## src/rtl/sdram_init_pkg.sv

```systemverilog
package sdram_init_pkg;

    typedef enum logic [3:0] {
        ST_STARTUP,
        ST_PRECHARGE,
        ST_WAIT_RP,
        ST_REFRESH,
        ST_WAIT_RFC,
        ST_MRS,
        ST_WAIT_MRD,
        ST_READY,
        ST_FAULT
    } init_state_e;

    typedef struct packed {
        logic cs_n;
        logic ras_n;
        logic cas_n;
        logic we_n;
    } sd_cmd_t;

    localparam sd_cmd_t CMD_NOP  = '{cs_n: 1'b0, ras_n: 1'b1, cas_n: 1'b1, we_n: 1'b1};
    localparam sd_cmd_t CMD_PRE  = '{cs_n: 1'b0, ras_n: 1'b0, cas_n: 1'b1, we_n: 1'b0};
    localparam sd_cmd_t CMD_REF  = '{cs_n: 1'b0, ras_n: 1'b0, cas_n: 1'b0, we_n: 1'b1};
    localparam sd_cmd_t CMD_MRS  = '{cs_n: 1'b0, ras_n: 1'b0, cas_n: 1'b0, we_n: 1'b0};

endpackage

```

## src/rtl/init_timer.sv

```systemverilog
module init_timer #(
    parameter int W       = 16,
    parameter int RST_VAL = 1
) (
    input  logic         clk,
    input  logic         rst_n,
    input  logic         load,
    input  logic [W-1:0] load_val,
    output logic         done
);

    logic [W-1:0] cnt_q;

    always_ff @(posedge clk or negedge rst_n) begin
        if (!rst_n) begin
            cnt_q <= W'(RST_VAL);
        end else if (load) begin
            cnt_q <= load_val;
        end else if (cnt_q != '0) begin
            cnt_q <= cnt_q - 1'b1;
        end
    end

    assign done = (cnt_q == '0);

endmodule

```

## src/rtl/mode_word_builder.sv

```systemverilog
module mode_word_builder #(
    parameter int ADDR_W = 13
) (
    input  logic [2:0]        burst_len,
    input  logic              burst_type,
    input  logic [2:0]        cas_lat,
    output logic [ADDR_W-1:0] word,
    output logic              legal
);

    logic cas_ok;
    logic len_ok;

    always_comb begin
        cas_ok = (cas_lat == 3'b010) || (cas_lat == 3'b011);
        unique case (burst_len)
            3'b000, 3'b001, 3'b010, 3'b011: len_ok = 1'b1;
            3'b111:                         len_ok = !burst_type;
            default:                        len_ok = 1'b0;
        endcase
        legal = cas_ok && len_ok;
    end

    generate
        if (ADDR_W > 7) begin : g_pad
            assign word = {{(ADDR_W-7){1'b0}}, cas_lat, burst_type, burst_len};
        end else begin : g_nopad
            assign word = {cas_lat, burst_type, burst_len};
        end
    endgenerate

endmodule

```

## src/rtl/sdram_init_seq.sv

```systemverilog
module sdram_init_seq
    import sdram_init_pkg::*;
#(
    parameter int CLK_MHZ     = 100,
    parameter int STARTUP_US  = 200,
    parameter int TRP_CYC     = 3,
    parameter int TRFC_CYC    = 9,
    parameter int TMRD_CYC    = 2,
    parameter int NUM_REFRESH = 2,
    parameter int ADDR_W      = 13,
    parameter int BA_W        = 2
) (
    input  logic              clk,
    input  logic              rst_n,
    input  logic [2:0]        cfg_burst_len,
    input  logic              cfg_burst_type,
    input  logic [2:0]        cfg_cas_lat,
    output logic              sd_cke,
    output logic              sd_cs_n,
    output logic              sd_ras_n,
    output logic              sd_cas_n,
    output logic              sd_we_n,
    output logic [ADDR_W-1:0] sd_addr,
    output logic [BA_W-1:0]   sd_ba,
    output logic              init_done,
    output logic              cfg_error
);

    localparam int STARTUP_CYC = (CLK_MHZ * STARTUP_US < 1) ? 1 : CLK_MHZ * STARTUP_US;
    localparam int RP_W   = (TRP_CYC  < 2) ? 2 : TRP_CYC;
    localparam int RFC_W  = (TRFC_CYC < 2) ? 2 : TRFC_CYC;
    localparam int MRD_W  = (TMRD_CYC < 2) ? 2 : TMRD_CYC;
    localparam int REF_N  = (NUM_REFRESH < 2) ? 2 : NUM_REFRESH;
    localparam int MAX_A  = (STARTUP_CYC > RP_W) ? STARTUP_CYC : RP_W;
    localparam int MAX_B  = (RFC_W > MRD_W) ? RFC_W : MRD_W;
    localparam int MAX_T  = (MAX_A > MAX_B) ? MAX_A : MAX_B;
    localparam int TMR_W  = $clog2(MAX_T + 1);
    localparam int REF_W  = $clog2(REF_N + 1);
    localparam logic [ADDR_W-1:0] ALL_BANKS = ADDR_W'(1) << 10;

    init_state_e        state_q, state_d;
    logic [REF_W-1:0]   ref_q;
    logic               tmr_load;
    logic [TMR_W-1:0]   tmr_val;
    logic               tmr_done;
    logic [ADDR_W-1:0]  mode_word;
    logic               cfg_legal;
    sd_cmd_t            cmd_q;

    init_timer #(
        .W       (TMR_W),
        .RST_VAL (STARTUP_CYC - 1)
    ) u_timer (
        .clk      (clk),
        .rst_n    (rst_n),
        .load     (tmr_load),
        .load_val (tmr_val),
        .done     (tmr_done)
    );

    mode_word_builder #(
        .ADDR_W (ADDR_W)
    ) u_word (
        .burst_len  (cfg_burst_len),
        .burst_type (cfg_burst_type),
        .cas_lat    (cfg_cas_lat),
        .word       (mode_word),
        .legal      (cfg_legal)
    );

    // Timer reload in each command state: the following wait state lasts val+1 cycles.
    always_comb begin
        tmr_load = 1'b0;
        tmr_val  = '0;
        unique case (state_q)
            ST_PRECHARGE: begin tmr_load = 1'b1; tmr_val = TMR_W'(RP_W - 2);  end
            ST_REFRESH:   begin tmr_load = 1'b1; tmr_val = TMR_W'(RFC_W - 2); end
            ST_MRS:       begin tmr_load = 1'b1; tmr_val = TMR_W'(MRD_W - 2); end
            default:      ;
        endcase
    end

    // Next-state logic
    always_comb begin
        state_d = state_q;
        unique case (state_q)
            ST_STARTUP:   if (tmr_done) state_d = ST_PRECHARGE;
            ST_PRECHARGE: state_d = ST_WAIT_RP;
            ST_WAIT_RP:   if (tmr_done) state_d = ST_REFRESH;
            ST_REFRESH:   state_d = ST_WAIT_RFC;
            ST_WAIT_RFC: begin
                if (tmr_done) begin
                    if (ref_q < REF_W'(REF_N)) state_d = ST_REFRESH;
                    else if (cfg_legal)        state_d = ST_MRS;
                    else                       state_d = ST_FAULT;
                end
            end
            ST_MRS:       state_d = ST_WAIT_MRD;
            ST_WAIT_MRD:  if (tmr_done) state_d = ST_READY;
            ST_READY:     state_d = ST_READY;
            ST_FAULT:     state_d = ST_FAULT;
            default:      state_d = ST_FAULT;
        endcase
    end

    // State register and refresh tally
    always_ff @(posedge clk or negedge rst_n) begin
        if (!rst_n) begin
            state_q <= ST_STARTUP;
            ref_q   <= '0;
        end else begin
            state_q <= state_d;
            if (state_q == ST_REFRESH) ref_q <= ref_q + 1'b1;
        end
    end

    // Registered outputs decoded from the next state
    always_ff @(posedge clk or negedge rst_n) begin
        if (!rst_n) begin
            cmd_q     <= CMD_NOP;
            sd_addr   <= '0;
            sd_ba     <= '0;
            sd_cke    <= 1'b1;
            init_done <= 1'b0;
            cfg_error <= 1'b0;
        end else begin
            sd_cke    <= 1'b1;
            sd_ba     <= '0;
            init_done <= (state_d == ST_READY);
            cfg_error <= (state_d == ST_FAULT);
            unique case (state_d)
                ST_PRECHARGE: begin cmd_q <= CMD_PRE; sd_addr <= ALL_BANKS; end
                ST_REFRESH:   begin cmd_q <= CMD_REF; sd_addr <= '0;        end
                ST_MRS:       begin cmd_q <= CMD_MRS; sd_addr <= mode_word; end
                default:      begin cmd_q <= CMD_NOP; sd_addr <= '0;        end
            endcase
        end
    end

    assign sd_cs_n  = cmd_q.cs_n;
    assign sd_ras_n = cmd_q.ras_n;
    assign sd_cas_n = cmd_q.cas_n;
    assign sd_we_n  = cmd_q.we_n;

endmodule

```

## config.mk

```make
export PLATFORM = sky130hd
export DESIGN_NAME = sdram_init_seq
export DESIGN_NICKNAME = d
export VERILOG_FILES = /design/src/rtl/sdram_init_pkg.sv /design/src/rtl/init_timer.sv /design/src/rtl/mode_word_builder.sv /design/src/rtl/sdram_init_seq.sv
export SDC_FILE = /design/constraint.sdc
export NUM_CORES = 1
export LEC_CHECK = 0
export ABC_AREA = 1
export BUFFER_PORTS_ARGS = -buffer_cell sky130_fd_sc_hd__buf_2
export CORE_MARGIN = 2
export CORE_UTILIZATION = 48
export DETAILED_ROUTE_END_ITERATION = 8
export HOLD_SLACK_MARGIN = 0.12
export MAX_ROUTING_LAYER = met4
export PLACE_DENSITY = 0.72
export SLEW_MARGIN = 40
export SYNTH_ARGS = -nofsm -noshare
export SYNTH_HDL_FRONTEND = slang
export SYNTH_SLANG_ARGS = --single-unit
export TNS_END_PERCENT = 1
```

## constraint.sdc

```tcl
create_clock -name clk -period 1.52 [get_ports clk]
set_input_delay 0.076 -clock clk [delete_from_list [all_inputs] [get_ports clk]]
set_output_delay 0.076 -clock clk [all_outputs]
set_load 0.03 [all_outputs]
```

==> impl_metrics.ini <==
[grt]
grt_pass1_wl_um = 6080
grt_pass1_vias = 1374
grtUsageTotal_pct = 19.7
grt_overflow = 0
grt_max_degree = 35
antenna_found_initial = 0

[sta]
worst_pin_slew_ns = 0.724
hold_viol_final = 0
min_period_ns = 1.54
max_freq_ghz = 0.651
finalSetupViolations = 9
tns_ns = -0.109
fin_hold_ws_ns = 0.304
rsz0062_at_grt = true
fin_skew_ns = 0.00854
slew_headroom_pct = 51.7
setup_slack_ns = -0.0155
fin_crit_sh_pct = 101
drv_slew = 0

[route]
via_count = 1452
drtIter0Drc = 44
drc = 0
wl_per_cell_um = 11.5
wl_met2_um = 1620
ant_nets = 0
top_layer_used = met4
drt_first_pass_iters = 4
met3_length_um = 150
vias_per_cell = 4.67
routed_wl_um = 3580
wl_met1_um = 1730

[worst_setup_path]
end_kind = flip-flop
start_kind = flip-flop
cp.arrival_ns = 1.73
critPathRequiredTime_ns = 1.71
crit_type = flip-flop to flip-flop
cp_max_fo = 7

[floorplanning]
ios = 31
die_area_um2 = 4370
core_um2 = 3690
initial_utilization_pct = 50.1
rows = 22
dieWidth_um = 66.1
die_height_um = 66.1

[clock_tree]
cts_tree = built
clk_latency_ns = 0.29
root_buffer = clkbuf_8
cts.sink_count = 34
cts_inserted_buffers = 5
path_clk_slew_ns = 0.07
htree_levels = 2
clockBufferDepth = 2

[synthesis]
synth_top_area_share_pct = 29.8
synth_top_flop_cell = dfrtp_1
synth_cell_types = 33
yosys.area.top_type = dfrtp_1
syn_avg_cell_area_um2 = 8.89
ys_warn_count = 0
synthCells = 208
synth-seq-area-share_pct = 46.8
netlist_area_um2 = 1850
synthTopCellsByCount = inv_1, nor2_1, nand2_1
synthArstFlopShare_pct = 100
synth_edf_count = 0
synth_seq_cells = 34
yosys-top-cells-area = dfrtp_1, dfstp_2, inv_1

[power_and_ir_drop]
total_power_mw = 3.45
seqPwrFrac_pct = 39.0
swShare_pct = 37.4
power.share.combinational_pct = 41.2
power.share.clock_pct = 19.8
intPower_mw = 2.16
pwr_density_cell_nw_per_um2 = 1460
ir_drop_mv = 0.629
leakage_nw = 1.16
power_switching_mw = 1.29

[final_layout]
fin_nets = 272
design_area_um2 = 2370
multi_input_area_um2 = 900
syn2layout_area_growth_pct = 28.2
ff_latch_area_um2 = 866
drive_above_1_share_pct = 43.0
fillCellCount = 318
postLayoutCoreUtil_pct = 64.3
diodes = 0

[worst_hold_path]
holdCritPathClass = input pin to flip-flop

[run_status]
failed_checks = setup timing
status = finished with violations

[place]
placed_area_um2 = 2140
dpl.hpwl_um = 2640
numPortBuffers = 21
place_congestion = 0.885

[flow_run]
maxCapViolations = 0
==> placed cells by master, fill, tap and decap left out, types with 6 or more instances in the layout <==
cell           synthesis  final
dlygate4sd3_1          0      6
conb_1                 2     10
nand2_1               25     21
nor2_1                29     25
dfstp_2               12     12
buf_4                  9     21
buf_2                  0     21
dfrtp_1               22     22
inv_1                 29     27
inv_2                  6      8
nand3_1                9      9
clkbuf_8               0      6
nor2_2                10     12
a21oi_1                7      7
==> cell type report <==
cell class | instances | share of cell area [%]
inverter | 35 | 5.54
tap | 48 | 2.53
sequential | 34 | 36.5
timing repair buffer | 48 | 13.6
clock inverter | 1 | 0.211
clock buffer | 7 | 3.64
multi-input combinational | 138 | 37.9
==> stage by stage <==
step	std cells	setup WS, ns
after floorplan	216	0.000912
after global placement	296	-0.0417
after detailed placement	296	-0.0987
after CTS	311	-0.0541
after global routing	311	-0.121
final	311	-0.0155
==> cells by family after synthesis <==
| family | synth area share (%) |
|---|---|
| AOI/OAI and AO/OA | 8.66 |
| buffers and inverters | 10.8 |
| DFF | 46.8 |
| other | 0.406 |
| adders and majority gates | 0.676 |
| xor gates and xnor gates | 3.32 |
| and+or+nand+nor | 29.4 |
==> worst paths after layout <==
| check | startpoint | to | slack, ns | cells after the start |
|---|---|---|---|---|
| max | u_timer.cnt_q[1] | sd_addr[2] | -0.02 | 9 |
| min | cfg_cas_lat[2] | state_q[0] | 0.30 | 6 |
| max reg2reg | u_timer.cnt_q[1] | sd_addr[2] | -0.02 | 9 |
| min reg2reg | ref_q[0] | ref_q[0] | 0.47 | 1 |
| max in group asynchronous | rst_n | u_timer.cnt_q[8] | 0.67 | 2 |
| min in group asynchronous | rst_n | u_timer.cnt_q[5] | 0.37 | 2 |
==> registers in the layout, summed over array words and instances, names as in the netlist <==
| register | cells |
|---|---|
| sd_ras_n | 1 |
| state_q | 4 |
| u_timer.cnt_q | 15 |
| sd_cas_n | 1 |
| init_done | 1 |
| cfg_error | 1 |
| ref_q | 2 |
| sd_we_n | 1 |
| sd_addr | 8 |
==> per-layer routing <==
metal | global-route usage, % | up-vias
met1 | 25.7 | 678
met4 | 10.7 | 0
li1 | - | 739
met5 | - | -
met3 | 4.60 | 8
met2 | 28.5 | 27
==> critical path, cell delays in order (launching register included) <==
cell and delay (ns):
dfstp_2 0.37, inv_2 0.07, ha_4 0.17, nand3_4 0.11
nor2_8 0.15, nand4_1 0.14, a21oi_2 0.20, inv_2 0.08
nand2_4 0.10, nor2_2 0.04
==> power by group through the flow <==
stage          clock network (mW)  registers, mW  logic, mW
2_1_floorplan                   0           1.35      0.833
3_5_place_dp                    0           1.35       1.26
3_3_place_gp                    0           1.34       1.24
5_1_grt                     0.751           1.37       1.59
4_1_cts                     0.700           1.34       1.32
6_report                    0.683           1.35       1.42
==> timing repair <==
action / 4_1_cts / 5_1_grt
endpoints found under the setup margin: 15 / 23
setup buffers: 1 / 0
hold buffers: 6 / 0
endpoints found under the hold margin: 27 / 0
pin swaps: 7 / 2
gates resized for setup: 5 / 12
(Power assumes the default switching activity.)
